--- config.mk ---
export PLATFORM = sky130hd
export DESIGN_NAME = apb_sec_irqc
export DESIGN_NICKNAME = d
export VERILOG_FILES = /design/src/rtl/sirqc_pkg.sv /design/src/rtl/sirqc_apb_port.sv /design/src/rtl/sirqc_regbank.sv /design/src/rtl/sirqc_combine.sv /design/src/rtl/apb_sec_irqc.sv
export SDC_FILE = /design/constraint.sdc
export NUM_CORES = 1
export LEC_CHECK = 0
export BUFFER_PORTS_ARGS = -buffer_cell sky130_fd_sc_hd__buf_4
export CORE_MARGIN = 8
export CORE_UTILIZATION = 54
export DETAILED_ROUTE_END_ITERATION = 8
export PLACE_DENSITY = 0.81
export SLEW_MARGIN = 20
export SYNTH_ARGS = -nofsm -noshare
export SYNTH_HDL_FRONTEND = slang
export SYNTH_HIERARCHICAL = 1
export SYNTH_SLANG_ARGS = --single-unit
export TNS_END_PERCENT = 30
--- constraint.sdc ---
create_clock -name pclk -period 3 [get_ports pclk]
set_input_delay 0.45 -clock pclk [delete_from_list [all_inputs] [get_ports pclk]]
set_output_delay 0.45 -clock pclk [all_outputs]
set_load 0.03 [all_outputs]
--- src/rtl/sirqc_pkg.sv ---
package sirqc_pkg;

  localparam int unsigned MAX_SRC = 64;
  localparam int unsigned WORD_W  = 32;
  localparam int unsigned N_WORDS = MAX_SRC / WORD_W;

  localparam logic [31:0] OFF_EN_LO = 32'h00;
  localparam logic [31:0] OFF_EN_HI = 32'h04;
  localparam logic [31:0] OFF_MK_LO = 32'h08;
  localparam logic [31:0] OFF_MK_HI = 32'h0C;
  localparam logic [31:0] OFF_FS_LO = 32'h30;
  localparam logic [31:0] OFF_FS_HI = 32'h34;

  typedef enum logic [2:0] {
    RS_NONE,
    RS_EN_LO,
    RS_EN_HI,
    RS_MK_LO,
    RS_MK_HI,
    RS_FS_LO,
    RS_FS_HI
  } regsel_e;

  // write strobe vector bit order
  localparam int unsigned WS_EN_LO = 0;
  localparam int unsigned WS_EN_HI = 1;
  localparam int unsigned WS_MK_LO = 2;
  localparam int unsigned WS_MK_HI = 3;

  function automatic regsel_e decode_off(input logic [31:0] off);
    regsel_e r;
    case (off)
      OFF_EN_LO: r = RS_EN_LO;
      OFF_EN_HI: r = RS_EN_HI;
      OFF_MK_LO: r = RS_MK_LO;
      OFF_MK_HI: r = RS_MK_HI;
      OFF_FS_LO: r = RS_FS_LO;
      OFF_FS_HI: r = RS_FS_HI;
      default:   r = RS_NONE;
    endcase
    return r;
  endfunction

  function automatic logic [MAX_SRC-1:0] impl_mask(input int unsigned n);
    logic [MAX_SRC-1:0] m;
    for (int unsigned i = 0; i < MAX_SRC; i++) m[i] = (i < n);
    return m;
  endfunction

endpackage

--- src/rtl/sirqc_apb_port.sv ---
module sirqc_apb_port
  import sirqc_pkg::*;
#(
  parameter int unsigned ADDR_W = 12
) (
  input  logic              psel,
  input  logic              penable,
  input  logic              pwrite,
  input  logic [ADDR_W-1:0] paddr,
  input  logic [63:0]       en_q,
  input  logic [63:0]       mk_q,
  input  logic [63:0]       fin_stat,
  output logic [3:0]        wr_stb,
  output logic [31:0]       prdata,
  output logic              pready,
  output logic              pslverr
);

  regsel_e sel;
  logic    wr_go;
  logic [31:0] rd_mux;

  always_comb sel = decode_off(32'(paddr));

  assign wr_go = psel & penable & pwrite;

  always_comb begin
    wr_stb = '0;
    if (wr_go) begin
      case (sel)
        RS_EN_LO: wr_stb[WS_EN_LO] = 1'b1;
        RS_EN_HI: wr_stb[WS_EN_HI] = 1'b1;
        RS_MK_LO: wr_stb[WS_MK_LO] = 1'b1;
        RS_MK_HI: wr_stb[WS_MK_HI] = 1'b1;
        default:  wr_stb = '0;
      endcase
    end
  end

  always_comb begin
    case (sel)
      RS_EN_LO: rd_mux = en_q[31:0];
      RS_EN_HI: rd_mux = en_q[63:32];
      RS_MK_LO: rd_mux = mk_q[31:0];
      RS_MK_HI: rd_mux = mk_q[63:32];
      RS_FS_LO: rd_mux = fin_stat[31:0];
      RS_FS_HI: rd_mux = fin_stat[63:32];
      default:  rd_mux = '0;
    endcase
  end

  assign prdata  = psel ? rd_mux : 32'h0;
  assign pready  = 1'b1;
  assign pslverr = 1'b0;

endmodule

--- src/rtl/sirqc_regbank.sv ---
module sirqc_regbank
  import sirqc_pkg::*;
#(
  parameter int unsigned NUM_SRC = 40
) (
  input  logic        clk,
  input  logic        rst_n,
  input  logic [3:0]  wr_stb,
  input  logic [31:0] wdata,
  output logic [63:0] en_q,
  output logic [63:0] mk_q
);

  logic unused_wbits;
  assign unused_wbits = ^wdata;

  // one flop pair per existing line; absent lines read as constant zero
  for (genvar i = 0; i < MAX_SRC; i++) begin : g_bit
    localparam int unsigned W   = i / WORD_W;
    localparam int unsigned B   = i % WORD_W;
    localparam int unsigned SEN = (W == 0) ? WS_EN_LO : WS_EN_HI;
    localparam int unsigned SMK = (W == 0) ? WS_MK_LO : WS_MK_HI;
    if (i < NUM_SRC) begin : g_impl
      always_ff @(posedge clk or negedge rst_n) begin
        if (!rst_n) begin
          en_q[i] <= 1'b0;
          mk_q[i] <= 1'b0;
        end else begin
          if (wr_stb[SEN]) en_q[i] <= wdata[B];
          if (wr_stb[SMK]) mk_q[i] <= wdata[B];
        end
      end
    end else begin : g_absent
      assign en_q[i] = 1'b0;
      assign mk_q[i] = 1'b0;
    end
  end

endmodule

--- src/rtl/sirqc_combine.sv ---
module sirqc_combine
  import sirqc_pkg::*;
(
  input  logic        clk,
  input  logic        rst_n,
  input  logic [63:0] src_x,
  input  logic [63:0] en_q,
  input  logic [63:0] mk_q,
  output logic [63:0] fin_stat,
  output logic        irq_q
);

  logic [N_WORDS-1:0] word_any;

  for (genvar w = 0; w < N_WORDS; w++) begin : g_word
    logic [WORD_W-1:0] fs_w;
    assign fs_w = src_x[w*WORD_W +: WORD_W]
                & en_q [w*WORD_W +: WORD_W]
                & ~mk_q[w*WORD_W +: WORD_W];
    assign fin_stat[w*WORD_W +: WORD_W] = fs_w;
    assign word_any[w] = |fs_w;
  end

  always_ff @(posedge clk or negedge rst_n) begin
    if (!rst_n) irq_q <= 1'b0;
    else        irq_q <= |word_any;
  end

endmodule

--- src/rtl/apb_sec_irqc.sv ---
module apb_sec_irqc
  import sirqc_pkg::*;
#(
  parameter int unsigned NUM_SRC = 40,
  parameter int unsigned ADDR_W  = 12
) (
  input  logic               pclk,
  input  logic               presetn,
  input  logic               psel,
  input  logic               penable,
  input  logic               pwrite,
  input  logic [ADDR_W-1:0]  paddr,
  input  logic [31:0]        pwdata,
  output logic [31:0]        prdata,
  output logic               pready,
  output logic               pslverr,
  input  logic [NUM_SRC-1:0] irq_src,
  output logic               irq_out
);

  logic [63:0] src_x;
  logic [63:0] en_q;
  logic [63:0] mk_q;
  logic [63:0] fin_stat;
  logic [3:0]  wr_stb;

  if (NUM_SRC >= MAX_SRC) begin : g_full
    assign src_x = irq_src[MAX_SRC-1:0];
  end else begin : g_pad
    assign src_x = {{(MAX_SRC-NUM_SRC){1'b0}}, irq_src};
  end

  sirqc_apb_port #(.ADDR_W(ADDR_W)) u_port (
    .psel     (psel),
    .penable  (penable),
    .pwrite   (pwrite),
    .paddr    (paddr),
    .en_q     (en_q),
    .mk_q     (mk_q),
    .fin_stat (fin_stat),
    .wr_stb   (wr_stb),
    .prdata   (prdata),
    .pready   (pready),
    .pslverr  (pslverr)
  );

  sirqc_regbank #(.NUM_SRC(NUM_SRC)) u_regs (
    .clk    (pclk),
    .rst_n  (presetn),
    .wr_stb (wr_stb),
    .wdata  (pwdata),
    .en_q   (en_q),
    .mk_q   (mk_q)
  );

  sirqc_combine u_comb (
    .clk      (pclk),
    .rst_n    (presetn),
    .src_x    (src_x),
    .en_q     (en_q),
    .mk_q     (mk_q),
    .fin_stat (fin_stat),
    .irq_q    (irq_out)
  );

endmodule

== Yosys cells after proc, flatten, opt, wreduce, memory -nomap -nowiden ==
Cells that the tools add are included.

* Register bits after elaboration: 81
* Logic and storage cells: 110

* Equality and inequality tests: 11
* Mux-type cells: 8
* Bitwise operators: 8
* Reductions and logical operators: 2

{| class="wikitable"
|+ Operators with widths
! operator !! number
|-
| 32-bit one-hot mux with 6 select lines || 1
|-
| 32-bit bitwise AND || 3
|-
| 64-bit OR reduction || 1
|-
| 32-bit two-way mux || 1
|-
| 32-bit inverter || 1
|-
| 8-bit inverter with 32-bit output || 1
|-
| 12-bit by 4-bit equality test with 1-bit output (second input constant) || 2
|-
| 12-bit by 6-bit equality test with 1-bit output (second input constant) || 2
|-
| 3-bit one-hot mux with 6 select lines || 1
|-
| 12-bit by 3-bit equality test with 1-bit output (second input constant) || 1
|-
| 12-bit zero test || 1
|-
| 3-bit equality test (second input constant) || 3
|-
| 8-bit bitwise AND || 1
|-
| 3-bit by 2-bit equality test with 1-bit output (second input constant) || 2
|-
| 1-bit two-way mux || 4
|-
| 4-bit two-way mux || 1
|-
| 3-bit by 1-bit equality test with 1-bit output (second input constant) || 1
|-
| 1-bit bitwise AND || 2
|}

== Longest topological paths before layout ==
Gate-level depths: netlist of run 1.

* Depth after elaboration: 5
* Mapped depth: 8
* Depth with buffers taken out: 5

== By module ==
Netlist of run 1, hierarchy kept.

{| class="wikitable"
|+ By module, submodules not included
! module !! times used !! cells each !! area each (sq um) !! seq. area each (sq um)
|-
| sirqc_regbank || 1 || 219 || 3644.7 || 2001.9
|-
| sirqc_apb_port || 1 || 212 || 1971.9 || 0.0
|-
| sirqc_combine || 1 || 151 || 656.9 || 25.0
|-
| apb_sec_irqc || 1 || 1 || 3.8 || 0.0
|}

== Least setup slack after synthesis of run 1 ==
OpenSTA, ideal clock, no wires.

* Path kind: input -> output
* Start: input port paddr[1]
* End: output port prdata[1]
* Data arrival time: 1.917 ns
* Path slack: 0.633 ns
* Stages on the path: 5
* Path buffers: 1
* Cell sequence: or3_1 nor4_4 buf_4 a22oi_1 o22ai_1

* Cells in the longest elaborated chain, start to end: 5

{| class="wikitable"
|+ Ends and longest elaborated chain
! item !! line !! text
|-
| from (decl) || apb_sec_irqc.sv:12 || <nowiki>input logic [ADDR_W-1:0] paddr,</nowiki>
|-
| 12-bit by 6-bit equality test with 1-bit output (tied with other cells) || sirqc_pkg.sv:32 || <nowiki>case (off)</nowiki>
|-
| 3-bit one-hot mux with 6 select lines * || sirqc_pkg.sv:32 ||
|-
| 3-bit equality test (tied with other cells) || sirqc_apb_port.sv:41 || <nowiki>case (sel)</nowiki>
|-
| 32-bit one-hot mux with 6 select lines * || sirqc_apb_port.sv:41 ||
|-
| 32-bit two-way mux * || sirqc_apb_port.sv:52 || <nowiki>assign prdata = psel ? rd_mux : 32'h0;</nowiki>
|-
| to (decl) || apb_sec_irqc.sv:14 || <nowiki>output logic [31:0] prdata,</nowiki>
|}

Mark *: on every way between the ends. The rest lies on a longest branch, timed or not.

== Worst setup path after layout of run 1 ==
* Start: input port paddr[1]
* End: output port prdata[31]

The elaborated chain is that of the path after synthesis.

==> results.yml, run 1 <==
layout:
  n_antenna_cell: 0
  fill_cells: 849
  nNetsFinal: 797
  multiInputGateArea_um2: 3816
  final_cells: 856
  regArea_um2: 2027
  drive_gt1_share_pct: 45.44
  syn_to_final_growth_pct: 18.30
  fin_area_um2: 7426
worst_setup_path:
  cp_cell_sequence: "buf_4 > or3_1 > nor4_4 > buf_12 > a22oi_1 > o22ai_1 > buf_4"
  max_stage_delay_ns: 0.44
  path_common_cell: "buf_4"
  cp-end-kind: "output port"
  cp_slowest_cell: "or3_1"
  crit_required_ns: 2.55
  arrival_ns: 2.06
  crit_type: "input port to output port"
  startpoint_type: "input port"
  critical_path.max_fanout: 32
floorplanning:
  initial_utilization_pct: 55.21
  io_pins: 124
  die_w_um: 123.8
  rows: 39
  die_h_um: 123.8
  die_area_um2: 15330
  core_area_um2: 11370
global_route:
  grt.busiest_layer: "met2"
  grt_util_met2_pct: 37.18
  grt_max_degree: 82
  overflow: 0
  track_usage_pct: 22.74
  grt_pass1_vias: 5249
  grt_util_met1_pct: 28.35
  grt_pass1_wl_mm: 26.94
  gr-usage-met3_pct: 5.213
  grt_antenna_before_repair: 0
power:
  seqPwrFrac_pct: 41.6
  p_leak_nw: 3.346
  powerDensity_nw_per_um2: 354.4
  p_switching_mw: 0.6111
  p_clk_share_pct: 47.6
  combPwrFrac_pct: 10.8
  swShare_pct: 23.22
  internal_power_mw: 2.021
  ir_drop_mv: 0.2618
clock_network:
  clkTransAtPathRegs_ns: 0.06
  clock_latency_ns: 0.34
  cts.sinks: 81
  post-cts-setup-buffers: 0
  max-clock-path-buffers: 2
  cts-root-buf: "clkbuf_16"
  cts_resized: 0
  hold_buffers: 0
  cts_buffers: 9
  htreeDepth: 3
  cts_tree: "built"
placement:
  place_ws_ns: 0.4732
  gp_congestion: 0.8599
  dp_hpwl_mm: 12.71
  port_buffers: 121
  dp.cells: 840
  dpl_cell_area_um2: 7082
sta:
  fin_crit_sh_pct: 83.75
  fin_skew_ns: 0.003564
  worstMarginPinSlew_ns: 0.7392
  hold_viol_final: 0
  setup_slack_ns: 0.4874
  slew_viol_final: 0
  rsz0062_at_grt: "false"
  final.setup.tns_ns: 0
  max_freq_ghz: 0.3980
  setup_viol: 0
  slew_headroom_pct: 50.72
  fin_crit_ns: 2.513
routing:
  firstDrtPassIters: 5
  viasPerCell: 5.839
  drt_iter0_markers: 352
  ant_nets: 0
  wl_mm: 17.26
  wl_per_cell_um: 20.16
  vias: 4998
  remaining_drc_errors: 0
logic_synthesis:
  yosysSeqAreaShare_pct: 32.29
  synth_edf_count: 0
  yosysWarnings: 6
  synth_cells: 583
  synth-main-ff-cell: "dfrtp_1"
  synth.distinct_cells: 33
  async_flop_share_pct: 100.0
  synth.avg_cell_area_um2: 10.77
  synth_seq_cells: 81
  syn_area_um2: 6277
run_status:
  status: "finished clean"
run:
  drv_cap: 0
min_path:
  hp-class: "input port to asynchronous set/reset pin"
-- metrics by stage --
| step | total power, mW | hold WS, ns | util, % |
|---|---|---|---|
| 2_1_floorplan | 1.285 | 0.1544 | - |
| 3_3_place_gp | 1.384 | 0.5079 | 62.29 |
| 3_5_place_dp | 1.387 | 0.5236 | 62.29 |
| 4_1_cts | 2.626 | 0.3302 | 65.28 |
| 5_1_grt | 2.710 | 0.2020 | 65.31 |
| 6_report | 2.632 | 0.1425 | 65.31 |
-- critical path: cells and delay by family --
family | cells | cell delay, ns
buf+inv | 3 | 0.59
simple gates | 2 | 0.66
compound gates | 2 | 0.36
-- final timing paths --
path	start	end	cells past startpoint	slack (ns)
worst max-delay path	paddr[1]	prdata[31]	7	0.49
worst min-delay path	presetn	u_regs/en_q[25]	1	0.14
worst max register to register	u_regs/en_q[24]	u_comb/irq_q	5	1.17
worst min register to register	u_regs/mk_q[37]	u_regs/mk_q[37]	1	0.53
max in group asynchronous	presetn	u_regs/mk_q[6]	1	2.34
min in group pclk	pwdata[15]	u_regs/en_q[15]	2	0.34
-- cell type report --
type	instances	area share, %
Sequential cell	81	27.30
Clock inverter	4	0.9941
Clock buffer	12	3.589
Inverter	1	0.05055
Multi-Input combinational cell	481	51.39
Timing Repair Buffer	134	14.27
Tap cell	143	2.409
-- layout by cell type, fill, tap and decap left out, types with 4 or more instances in the layout --
cell,netlist,routed
o22ai_2,29,29
clkbuf_16,0,9
a22o_1,32,32
conb_1,4,74
dfrtp_1,81,81
nand4_1,5,5
nor2_1,64,63
mux2_2,52,52
a22oi_2,22,22
nor4_1,16,15
buf_12,8,4
nand2_1,65,64
buf_4,55,129
o22ai_1,4,4
mux2_4,60,60
a22oi_1,42,42
-- registers in the layout (all words and copies together), names as in the netlist --
signal / cells
u_regs/en_q: 40
u_regs/mk_q: 40
u_comb/irq_q: 1
-- routing by layer --
layer	vias to the layer above	routed length (um)	part of all wire, %
met1	2446	6825	40
li1	2286	-	-
met4	0	531	3.1
met5	-	0	0
met3	44	1233	7.1
met2	222	8666	50
-- kinds of logic (layout without fill, tap and decap cells) --
logic type,count (synthesis),count (layout),synth area share (%)
mux,112,112,23.68
simple gates,166,166,12.36
other cells,4,74,0.2391
compound gates,129,129,20.05
buf+inv,91,151,11.38
flops,81,81,32.29
-- cell usage after synthesis (2+ instances only) --
cell type	instances	area, um^2
buf_1	2	7.510
a22oi_2	22	275.3
nor4_1	16	100.1
nand2_1	65	244.0
a22oi_1	42	315.3
nor2_2	2	12.51
o22ai_2	29	362.9
o22ai_1	4	25.02
mux2_4	60	900.9
nor3_1	3	15.01
mux2_2	52	585.6
a22o_1	32	280.3
conb_1	4	15.01
buf_12	8	160.2
nor2_1	64	240.2
buf_6	2	22.52
nand4_1	5	31.28
buf_4	55	412.9
clkbuf_1	14	52.55
dfrtp_1	81	2027
buf_2	8	40.04
nor4_4	2	42.54
-- power by group through the flow --
stage / registers, mW / clock network [mW] / logic (mW)
after floorplan: 1.12 / 0 / 0.168
after global placement: 1.12 / 0 / 0.268
final: 1.10 / 1.25 / 0.284
after CTS: 1.10 / 1.26 / 0.272
after global routing: 1.10 / 1.31 / 0.309
after detailed placement: 1.12 / 0 / 0.271
No activity file was read; power rests on OpenSTA's default activity.
==> run 2: changes to the inputs <==
--- a/config.mk
+++ b/config.mk
@@ -5,9 +5,10 @@
 export SDC_FILE = /design/constraint.sdc
 export NUM_CORES = 1
 export LEC_CHECK = 0
+export ABC_AREA = 1
 export BUFFER_PORTS_ARGS = -buffer_cell sky130_fd_sc_hd__buf_4
 export CORE_MARGIN = 8
-export CORE_UTILIZATION = 54
+export CORE_UTILIZATION = 52
 export DETAILED_ROUTE_END_ITERATION = 8
 export PLACE_DENSITY = 0.81
 export SLEW_MARGIN = 20
==> constraint.sdc (replaced) <==
create_clock -name pclk -period 2.1 [get_ports pclk]
set_input_delay 0.315 -clock pclk [delete_from_list [all_inputs] [get_ports pclk]]
set_output_delay 0.315 -clock pclk [all_outputs]
set_load 0.03 [all_outputs]
==> run 2 against run 1 <==
Effect of this change: wire length grew 34%; via count grew 48%; global-route usage grew 2.2 points; non-clock buffer count grew 43; clock skew grew 0.0012 ns; critical path depth grew 8; the flow now finishes with violations (negative setup slack); first-iteration DRC count grew to 2.9 times the previous value; count of clock-buffer cells in the layout grew 1; highest routed layer unchanged.
==> results.yml, run 2 <==
layout:
  n_antenna_cell: 0
  final_cells: 1425
  final_common_cell: "nand2_1"
  drive_gt1_share_pct: 19.71
  nNetsFinal: 1338
  final_cell_mix: "427 x nand2_1, 153 x inv_1, 140 x buf_4, 81 x dfrtp_1"
  syn_to_final_growth_pct: 27.08
  largestRegisters: "u_regs/en_q (40), u_regs/mk_q (40), u_comb/irq_q (1)"
  final_core_utilization_pct: 67.22
global_route:
  grt_pass1_wl_mm: 32.92
  overflow: 0
  track_usage_pct: 24.91
  grt_max_degree: 50
  grt_antenna_before_repair: 0
  grt_pass1_vias: 6617
placement:
  dp.cells: 1391
  port_buffers: 121
  place_ws_ns: 0.001093
  gp_congestion: 0.9694
  dp_hpwl_mm: 15.09
sta:
  hold_viol_final: 0
  fin_skew_ns: 0.004805
  setup_viol: 7
  max_freq_ghz: 0.4679
  fin_crit_ns: 2.137
  setup_slack_ns: -0.03743
  rsz0062_at_grt: "true"
  slew_viol_final: 0
  fin_crit_sh_pct: 101.8
floorplanning:
  core_area_um2: 12570
  rows: 41
  die_h_um: 129.1
  io_pins: 124
  initial_utilization_pct: 52.89
  die_w_um: 129.1
  die_area_um2: 16660
power:
  swShare_pct: 24.51
  combPwrFrac_pct: 11.9
  p_switching_mw: 0.8536
  p_clk_share_pct: 43.1
  internal_power_mw: 2.629
  powerDensity_nw_per_um2: 412.2
  ir_drop_mv: 0.3049
  p_leak_nw: 4.788
  seqPwrFrac_pct: 45.0
logic_synthesis:
  synth_top_family_by_area: "simple AND/OR/NAND/NOR gates"
  yosysWarnings: 6
  synth.distinct_cells: 26
  synthMuxAreaShare_pct: 0
  async_flop_share_pct: 100.0
  syn_area_um2: 6648
  yosysMostFrequentCell: "nand2_1"
  yosysSeqAreaShare_pct: 30.49
  synth_top_cell_area_share_pct: 30.49
  synth_edf_count: 0
  ys_top_cells_by_area: "dfrtp_1 30%, nand2_1 24%, inv_1 8.8%, nand4_1 6.4%, buf_4 6.1%"
  synth-main-ff-cell: "dfrtp_1"
  synth_fa_ha_area_share_pct: 0
  synth_compound_area_share_pct: 2.484
  synth_top_cell_by_area: "dfrtp_1"
  synth-xor-area-share_pct: 0
  synth_cells: 1091
  synth_commonest_cells: "432 x nand2_1, 155 x inv_1, 81 x dfrtp_1, 81 x nor2_1, 80 x nand3_1"
  synth_seq_cells: 81
  synth-simple-area-share_pct: 45.38
  synth.avg_cell_area_um2: 6.093
run_status:
  status: "complete, but fails checks"
  failed_checks: "negative setup slack"
routing:
  remaining_drc_errors: 0
  firstDrtPassIters: 7
  drt_iter0_markers: 1008
  ant_nets: 0
  vias: 7393
  wl_per_cell_um: 16.19
  wl_mm: 23.06
  viasPerCell: 5.188
worst_setup_path:
  critical_path.max_fanout: 6
  startpoint_type: "input port"
  crit_required_ns: 1.78
  crit_type: "input port to output port"
  reg2reg_depth: 6
  cp-end-kind: "output port"
  arrival_ns: 1.82
clock_network:
  clkTransAtPathRegs_ns: 0.06
  cts_tree: "built"
  cts.sinks: 81
  htreeDepth: 3
  cts_buffers: 9
  cts-root-buf: "clkbuf_16"
  max-clock-path-buffers: 2
  clock_latency_ns: 0.34
min_path:
  hp-class: "input port to flip-flop"
  hold_path_depth: 3
run:
  drv_cap: 0
==> run 2: power groups by stage <==
| stage | sequential [mW] | combinational (mW) | clock (mW) |
|---|---|---|---|
| after CTS | 1.57 | 0.353 | 1.51 |
| after global routing | 1.57 | 0.446 | 1.60 |
| final | 1.57 | 0.415 | 1.50 |
| after detailed placement | 1.59 | 0.350 | 0 |
| after floorplan | 1.60 | 0.187 | 0 |
| after global placement | 1.59 | 0.349 | 0 |
==> run 2: per-layer routing <==
metal  vias to the layer above  routed length (um)  track usage, %
met1                      3279                8927           32.26
met4                         0                1086           8.639
met3                       116                2602           4.848
li1                       3526                   -               -
met5                         -                   0               0
met2                       472               10450           40.73
==> run 2: through the flow <==
stage                     setup TNS (ns)  hold WS (ns)  cell area (um^2)  power, mW
after global placement                 0        0.2817              7645      1.944
after global routing              -2.299        0.1861              8448      3.609
after detailed placement               0        0.2825              7645      1.944
final                           -0.09164        0.1794              8448      3.482
after floorplan                        0       0.01941              6910      1.783
after CTS                              0        0.1794              7944      3.426
==> run 2: kinds of logic (layout without fill, tap and decap cells) <==
logic type	Yosys count	count (layout)
DFF	81	81
and+or+nand+nor	700	700
buffers and inverters	273	365
AOI/OAI and AO/OA	33	33
other	4	74
==> run 2: critical path, stage by stage <==
cell and delay (ns):
buf_4 0.12, inv_4 0.05, nand2_4 0.05, buf_6 0.13
nor2_1 0.16, nand2_2 0.13, clkinv_4 0.14, buf_12 0.12
nand2_1 0.04, nand2_1 0.08, clkinv_1 0.08, nand4_1 0.10
nand2_1 0.07, inv_1 0.09, buf_6 0.14
==> run 2: worst paths after layout <==
path	startpoint	end	slack, ns
max in group asynchronous	presetn	u_regs/mk_q[16]	1.03
min in group asynchronous	presetn	u_regs/en_q[4]	0.45
max reg2reg	u_regs/en_q[30]	u_comb/irq_q	0.78
max	paddr[0]	prdata[24]	-0.04
min reg2reg	u_regs/en_q[15]	u_regs/en_q[15]	0.50
min	pwdata[26]	u_regs/en_q[26]	0.18
==> run 2: timing repair <==
action / 4_1_cts / 5_1_grt
gates cloned: 0 / 9
hold buffers: 1 / 0
setup buffers: 0 / 9
endpoints found under the hold margin: 32 / 0
gates resized for setup: 2 / 58
pin swaps: 0 / 15
endpoints found under the setup margin: 5 / 31
==> run 2: layout make-up <==
type,count,area (um^2)
tap,172,215.2
clock inverter,2,12.51
fill,1099,4120
clock buffer,13,270.3
sequential,81,2027
inverter,173,681.9
timing repair buffer,177,1663
multi-input combinational,807,3578
